--- config.mk ---
export PLATFORM = sky130hd
export DESIGN_NAME = arf_regfile
export DESIGN_NICKNAME = d
export VERILOG_FILES = /design/src/rtl/arf_pkg.sv /design/src/rtl/arf_access_check.sv /design/src/rtl/arf_read_port.sv /design/src/rtl/arf_write_merge.sv /design/src/rtl/arf_regfile.sv
export SDC_FILE = /design/constraint.sdc
export NUM_CORES = 1
export LEC_CHECK = 0
export BUFFER_PORTS_ARGS = -buffer_cell sky130_fd_sc_hd__buf_4
export CORE_MARGIN = 2
export CORE_UTILIZATION = 51
export CTS_BUF_LIST = sky130_fd_sc_hd__clkbuf_8
export CTS_CLUSTER_SIZE = 25
export DETAILED_ROUTE_END_ITERATION = 6
export PLACE_DENSITY = 0.76
export SLEW_MARGIN = 10
export SYNTH_ARGS = -nofsm -noshare
export SYNTH_HDL_FRONTEND = slang
export SYNTH_SLANG_ARGS = --single-unit
--- constraint.sdc ---
create_clock -name clk -period 3.3 [get_ports clk]
set_clock_uncertainty 0.1 [all_clocks]
set_input_delay 0.66 -clock clk [delete_from_list [all_inputs] [get_ports clk]]
set_output_delay 0.66 -clock clk [all_outputs]
set_load 0.05 [all_outputs]
--- src/rtl/arf_pkg.sv ---
package arf_pkg;

    localparam int ARF_XLEN       = 32;
    localparam int ARF_NREG       = 8;
    localparam int ARF_NBYTE_REGS = 4;
    localparam int ARF_BYTE       = 8;

    typedef enum logic [1:0] {
        SZ_BYTE  = 2'b00,
        SZ_WORD  = 2'b01,
        SZ_DWORD = 2'b10,
        SZ_RSVD  = 2'b11
    } size_e;

endpackage

--- src/rtl/arf_access_check.sv ---
module arf_access_check
    import arf_pkg::*;
#(
    parameter int NREG       = ARF_NREG,
    parameter int NBYTE_REGS = ARF_NBYTE_REGS,
    localparam int IDXW      = $clog2(NREG)
) (
    input  logic [IDXW-1:0] idx,
    input  logic [1:0]      size,
    output logic            illegal
);

    logic byte_capable;

    always_comb begin
        byte_capable = (32'(idx) < NBYTE_REGS);
        unique case (size_e'(size))
            SZ_BYTE:  illegal = !byte_capable;
            SZ_WORD:  illegal = 1'b0;
            SZ_DWORD: illegal = 1'b0;
            default:  illegal = 1'b1;
        endcase
    end

endmodule

--- src/rtl/arf_read_port.sv ---
module arf_read_port
    import arf_pkg::*;
#(
    parameter int XLEN  = ARF_XLEN,
    parameter int NREG  = ARF_NREG,
    localparam int IDXW = $clog2(NREG),
    localparam int HALF = XLEN / 2
) (
    input  logic [NREG-1:0][XLEN-1:0] regs,
    input  logic [IDXW-1:0]           idx,
    input  logic [1:0]                size,
    input  logic                      hi,
    input  logic                      illegal,
    output logic [XLEN-1:0]           data
);

    logic [XLEN-1:0] sel;

    always_comb begin
        sel  = regs[idx];
        data = '0;
        if (!illegal) begin
            unique case (size_e'(size))
                SZ_BYTE: begin
                    if (hi) data[ARF_BYTE-1:0] = sel[2*ARF_BYTE-1:ARF_BYTE];
                    else    data[ARF_BYTE-1:0] = sel[ARF_BYTE-1:0];
                end
                SZ_WORD:  data[HALF-1:0] = sel[HALF-1:0];
                SZ_DWORD: data = sel;
                default:  data = '0;
            endcase
        end
    end

endmodule

--- src/rtl/arf_write_merge.sv ---
module arf_write_merge
    import arf_pkg::*;
#(
    parameter int XLEN  = ARF_XLEN,
    localparam int HALF = XLEN / 2
) (
    input  logic [XLEN-1:0] old_val,
    input  logic [XLEN-1:0] wdata,
    input  logic [1:0]      size,
    input  logic            hi,
    output logic [XLEN-1:0] merged
);

    always_comb begin
        merged = old_val;
        unique case (size_e'(size))
            SZ_BYTE: begin
                if (hi) merged[2*ARF_BYTE-1:ARF_BYTE] = wdata[ARF_BYTE-1:0];
                else    merged[ARF_BYTE-1:0]          = wdata[ARF_BYTE-1:0];
            end
            SZ_WORD:  merged[HALF-1:0] = wdata[HALF-1:0];
            SZ_DWORD: merged = wdata;
            default:  merged = old_val;
        endcase
    end

endmodule

--- src/rtl/arf_regfile.sv ---
module arf_regfile
    import arf_pkg::*;
#(
    parameter int XLEN       = ARF_XLEN,
    parameter int NREG       = ARF_NREG,
    parameter int NBYTE_REGS = ARF_NBYTE_REGS,
    localparam int IDXW      = $clog2(NREG),
    localparam int NRD       = 2
) (
    input  logic            clk,
    input  logic            rst,
    input  logic            wr_en,
    input  logic [IDXW-1:0] wr_idx,
    input  logic [1:0]      wr_size,
    input  logic            wr_hi,
    input  logic [XLEN-1:0] wr_data,
    output logic            wr_illegal,
    input  logic [IDXW-1:0] rd0_idx,
    input  logic [1:0]      rd0_size,
    input  logic            rd0_hi,
    output logic [XLEN-1:0] rd0_data,
    output logic            rd0_illegal,
    input  logic [IDXW-1:0] rd1_idx,
    input  logic [1:0]      rd1_size,
    input  logic            rd1_hi,
    output logic [XLEN-1:0] rd1_data,
    output logic            rd1_illegal
);

    typedef struct packed {
        logic [NREG-1:0][XLEN-1:0] regs;
    } state_t;

    state_t st_d, st_q;

    // write path
    logic [XLEN-1:0] wr_merged;

    arf_access_check #(.NREG(NREG), .NBYTE_REGS(NBYTE_REGS)) u_wr_chk (
        .idx     (wr_idx),
        .size    (wr_size),
        .illegal (wr_illegal)
    );

    arf_write_merge #(.XLEN(XLEN)) u_merge (
        .old_val (st_q.regs[wr_idx]),
        .wdata   (wr_data),
        .size    (wr_size),
        .hi      (wr_hi),
        .merged  (wr_merged)
    );

    // read paths, one per port
    logic [NRD-1:0][IDXW-1:0] rp_idx;
    logic [NRD-1:0][1:0]      rp_size;
    logic [NRD-1:0]           rp_hi;
    logic [NRD-1:0]           rp_illegal;
    logic [NRD-1:0][XLEN-1:0] rp_data;

    assign rp_idx  = {rd1_idx,  rd0_idx};
    assign rp_size = {rd1_size, rd0_size};
    assign rp_hi   = {rd1_hi,   rd0_hi};

    for (genvar p = 0; p < NRD; p++) begin : g_rd
        arf_access_check #(.NREG(NREG), .NBYTE_REGS(NBYTE_REGS)) u_chk (
            .idx     (rp_idx[p]),
            .size    (rp_size[p]),
            .illegal (rp_illegal[p])
        );
        arf_read_port #(.XLEN(XLEN), .NREG(NREG)) u_port (
            .regs    (st_q.regs),
            .idx     (rp_idx[p]),
            .size    (rp_size[p]),
            .hi      (rp_hi[p]),
            .illegal (rp_illegal[p]),
            .data    (rp_data[p])
        );
    end

    assign rd0_data    = rp_data[0];
    assign rd1_data    = rp_data[1];
    assign rd0_illegal = rp_illegal[0];
    assign rd1_illegal = rp_illegal[1];

    // next state
    always_comb begin
        st_d = st_q;
        if (rst) begin
            st_d.regs = '0;
        end else if (wr_en && !wr_illegal) begin
            st_d.regs[wr_idx] = wr_merged;
        end
    end

    always_ff @(posedge clk) begin
        st_q <= st_d;
    end

endmodule

# Word level (Yosys, flattened, before mapping)
# Cells that the tools add are included.
# totals
reg_bits	256
inputBits	53
# op_classes
magnitude_cmp	7
eq_ne	6
mux	26
n_reduce_logical	12
# ops
op	count
$bmux 32 s3	3
$bwmux 256	1
$mux 32	6
$demux 32 s3	1
$mux 16	3
$mux 8	6
$pmux 16 s2	1
$pmux 8 s2	2
$lt 3x4->1 const B	3
$lt 3x3->1 const B	3
$eq 2x1->1 const B	3
$eq 2x2->1 const B	3
$logic_not 2->1	3
$pmux 1 s2	3
$reduce_or 2->1	3
$logic_not 1->1	4
$ge 3x1->1 const B	1
$logic_and 1x1->1	2

# Depth between registers and ports, before layout
# depth
ltp_word	5
ltp_mapped	9
mapped_depth_nobuf	6

# Hierarchy
# A second synthesis with hierarchy kept.
# unflattened
cells_unflattened	1481
hier_area_um2	16938.7
# by_module_without_submodules
module	n_inst	cells_each	area_each_um2	seq_area_each_um2
arf_regfile	1	1027	11999.0	5124.9
arf_read_port	2	191	2177.1	0.0
arf_write_merge	1	57	499.2	0.0
arf_access_check	3	5	28.8	0.0

# Worst setup path before layout
# No wires, ideal clock.
# synth_path
path_type	input-to-output
startpoint	input port rd0_idx[1]
endpoint	output port rd0_data[1]
arrival_ns	2.853
path_slack_ns	-0.313
path_stages	6
path_buffers	3
cell_sequence	buf_2 > buf_2 > buf_2 > mux4_2 > mux2i_1 > o21ai_0
# synth_between
elab_chain_cells	5
elab_cells_between_ends	8
cone_classes	order compare: 1; mux: 6; reduce/logical: 1
# synth_rtl
element	line_no	source
start, declared	arf_regfile.sv:18	input logic [IDXW-1:0] rd0_idx,
$bmux 32 s3	arf_read_port.sv:20	sel = regs[idx];
$mux 32 (implied by the code)	arf_read_port.sv:20	
$mux 8	arf_read_port.sv:25	if (hi) data[ARF_BYTE-1:0] = sel[2*ARF_BYTE-1:ARF_BYTE];
$pmux 8 s2	arf_read_port.sv:23	unique case (size_e'(size))
$mux 32 (*)	arf_read_port.sv:22	if (!illegal) begin
end, declared	arf_regfile.sv:21	output logic [XLEN-1:0] rd0_data,
# Every way passes the cells marked *; elsewhere a longest branch is shown, timed or not. The select of a mux whose other input is x is not followed.

# Worst setup path in the final report
# layout_path
startpoint	input port rd0_idx[0]
endpoint	output port rd0_data[5]
# The elaborated chain is that of the path after synthesis.

==> metrics.md <==
| Metric | Value |
|---|---|
| LEAKAGE | `6.900 nW` |
| Die height | `182.0 µm` |
| Largest family of logic cells by synthesized area | `multiplexers` |
| Max reg flops | `256` |
| CTS H-tree lvls | `2` |
| Final setup vio count | `0` |
| Min Tclk post-route | `3141 ps` |
| Worst EP arrival | `2380 ps` |
| Slew Limit Fails | `0` |
| Cell Rows | `65` |
| Die ar. | `33110 µm²` |
| DR vias/cell | `7.141` |
| Post-detailed-route DRC marker count | `0` |
| Port Buffers | `119` |
| Setup TNS | `0 ps` |
| Peak VDD IR | `258.2 µV` |
| Vias | `15761` |
| #FFs+latches synth | `256` |
| Count leader, synth | `dfxtp_1` |
| Die width | `182.0 µm` |
| Gr usage total | `34.01%` |
| PD cells | `418.6 nW/µm²` |
| WP data required | `2540 ps` |
| Initial DRC count | `2238` |
| Mapped Nets | `1740` |
| Post-synth EDFFs | `0` |
| Largest register by flop count | `st_q` |
| Layout area overhead | `16.28%` |
| Slew margin rel. | `45.36%` |
| Post-CTS sizing | `0` |
| Critical path endpoint category | `output pin` |
| Post-route insts no fill | `2207` |
| Cell taking the most area after synthesis | `dfxtp_1` |
| Final WL | `56830 µm` |
| Clock Pin Slew Worst Setup and Hold Paths | `60 ps` |
| Post-CTS Setup Inserts | `0` |
| Hold WC Path Type | `primary input to flop` |
| First-pass GRT wire length | `88010 µm` |
| Initial antenna violation count | `0` |
| Design area | `18780 µm²` |
| Post-layout nets | `1832` |
| Vias in the first global route | `15273` |
| Fmax | `318.4 MHz` |
| Placed cell count | `2123` |
| Largest net degree at the start of global routing | `54` |
| Root buffer cell | `clkbuf_8` |
| Post-DR wirelength/cell | `25.75 µm` |
| Router iterations before antenna repair | `5` |
| RSZ-0062 raised after global routing | `false` |
| Slew @ Worst Pin | `819.6 ps` |
| Crit Path Class | `primary input to output pin` |
| Syn_area_per_cell | `9.625 µm²` |
| Post-synthesis mux area share | `28.63%` |
| Biggest regs | `st_q (256)` |
| Hpwl dp | `37630 µm` |
| Layout cells sized above 1 | `27.98%` |
| Cell variety after synth | `61` |
| Routability Congestion | `0.9687` |
| Final Cycle Share | `95.17%` |
| Io pins | `120` |
| Worst setup SP type | `primary input` |
| Area share of the largest cell type after synthesis | `31.73%` |
| Antenna viol nets, final | `0` |
| Xor and xnor area share after synthesis | `0%` |
| Initial Utilization | `51.45%` |
| Pwr Total | `7.862 mW` |
| Synth area leaders | `dfxtp_1 32%, mux4_2 20%, mux2i_1 5.8%` |
| Critical path peak fanout | `20` |
| Final Hold Viols | `0` |
| Post-synthesis sequential area ratio | `31.73%` |
| Predominant post-synthesis flop cell | `dfxtp_1` |
| Clock Path Buffers | `3` |
| CTS buffer count | `47` |
| Synth Area in Compound Gates | `20.86%` |
| Post-Synth Simple-Gate Area | `12.31%` |
| Status | `complete, no violations` |
| Inserted Diodes | `0` |
| Commonest cells post-synth | `256 x dfxtp_1, 168 x nor2_1, 146 x mux4_2` |
| Synth Instances | `1678` |
| CTS tree | `built` |
| Clk sinks | `256` |
| Post-synth ARST share | `0%` |
| Core area | `31390 µm²` |
| Placed inst area | `17700 µm²` |
| Post-Syn Area | `16150 µm²` |
| Synth Warn # | `0` |
| Worst skew pair latency | `590 ps` |
| Post-synthesis adder-cell area fraction | `0.6972%` |
| Grt ovf | `0` |
| Max_cap viols | `0` |
| Post-cts hold buffer count | `0` |
worst max-delay path: stages:
cell and delay (ps):
buf_4 310, buf_12 270, mux4_2 520, mux2i_1 310, o21ai_1 110, buf_4 200
metrics by stage:
step                      util (%)  worst slack [ps]  hold slack (ps)
after floorplan                  -             6.661            349.1
after global placement       56.40             208.0            365.8
after detailed placement     56.40             186.3            377.1
after CTS                    59.82             194.2            325.4
after global routing         59.82             71.38            351.3
final                        59.82             159.4            344.3
area by class of cell:
cell class / instances / area [µm²]
sequential: 256 / 5125
inverter: 23 / 88.84
multi-input combinational: 1223 / 10120
clock inverter: 24 / 249.0
timing repair buffer: 219 / 1869
clock buffer: 60 / 825.8
fill: 2609 / 12610
tap: 402 / 503.0
final timing paths:
path	startpoint	endpoint	slack, ps	cells past startpoint
worst max-delay path	rd0_idx[0]	rd0_data[5]	160	6
worst min-delay path	wr_data[0]	st_q[160]	340	3
worst max register to register	st_q[110]	st_q[174]	1440	4
worst min register to register	st_q[86]	st_q[86]	390	2
cell usage in the layout (no fill, tap or decap), types with 18 or more instances in the layout:
master | netlist | layout
mux4_2 | 146 | 146
clkbuf_8 | 0 | 60
a221oi_1 | 22 | 22
a21oi_1 | 73 | 71
inv_1 | 20 | 30
mux2_2 | 36 | 36
nand2_1 | 92 | 92
mux2i_1 | 93 | 93
dfxtp_1 | 256 | 256
o211ai_1 | 44 | 44
a211oi_1 | 80 | 80
o21ai_0 | 109 | 102
buf_12 | 0 | 18
nor2_1 | 168 | 167
a31oi_1 | 64 | 64
buf_4 | 12 | 201
nor2b_1 | 20 | 20
nand3_1 | 83 | 83
routing by layer:
layer | global-route usage, % | vias up | part of all wire (%)
met2 | 52.08 | 1229 | 44
met3 | 7.541 | 283 | 13
met5 | 0 | - | 0
met1 | 44.30 | 7568 | 36
met4 | 20.32 | 0 | 6.3
li1 | - | 6681 | -
cell families after synthesis:
kind of cell               Yosys count
AOI/OAI and AO/OA                  505
adders and majority gates            9
buffers and inverters              199
DFF                                256
muxes                              275
and+or+nand+nor                    434
power by group:
part	switching (mW)	internal, mW	leakage, nW
Sequential	0.0685	3.16	2.07
Combinational	0.727	0.428	4.24
Clock	1.45	2.04	0.590
(Power assumes the default switching activity.)
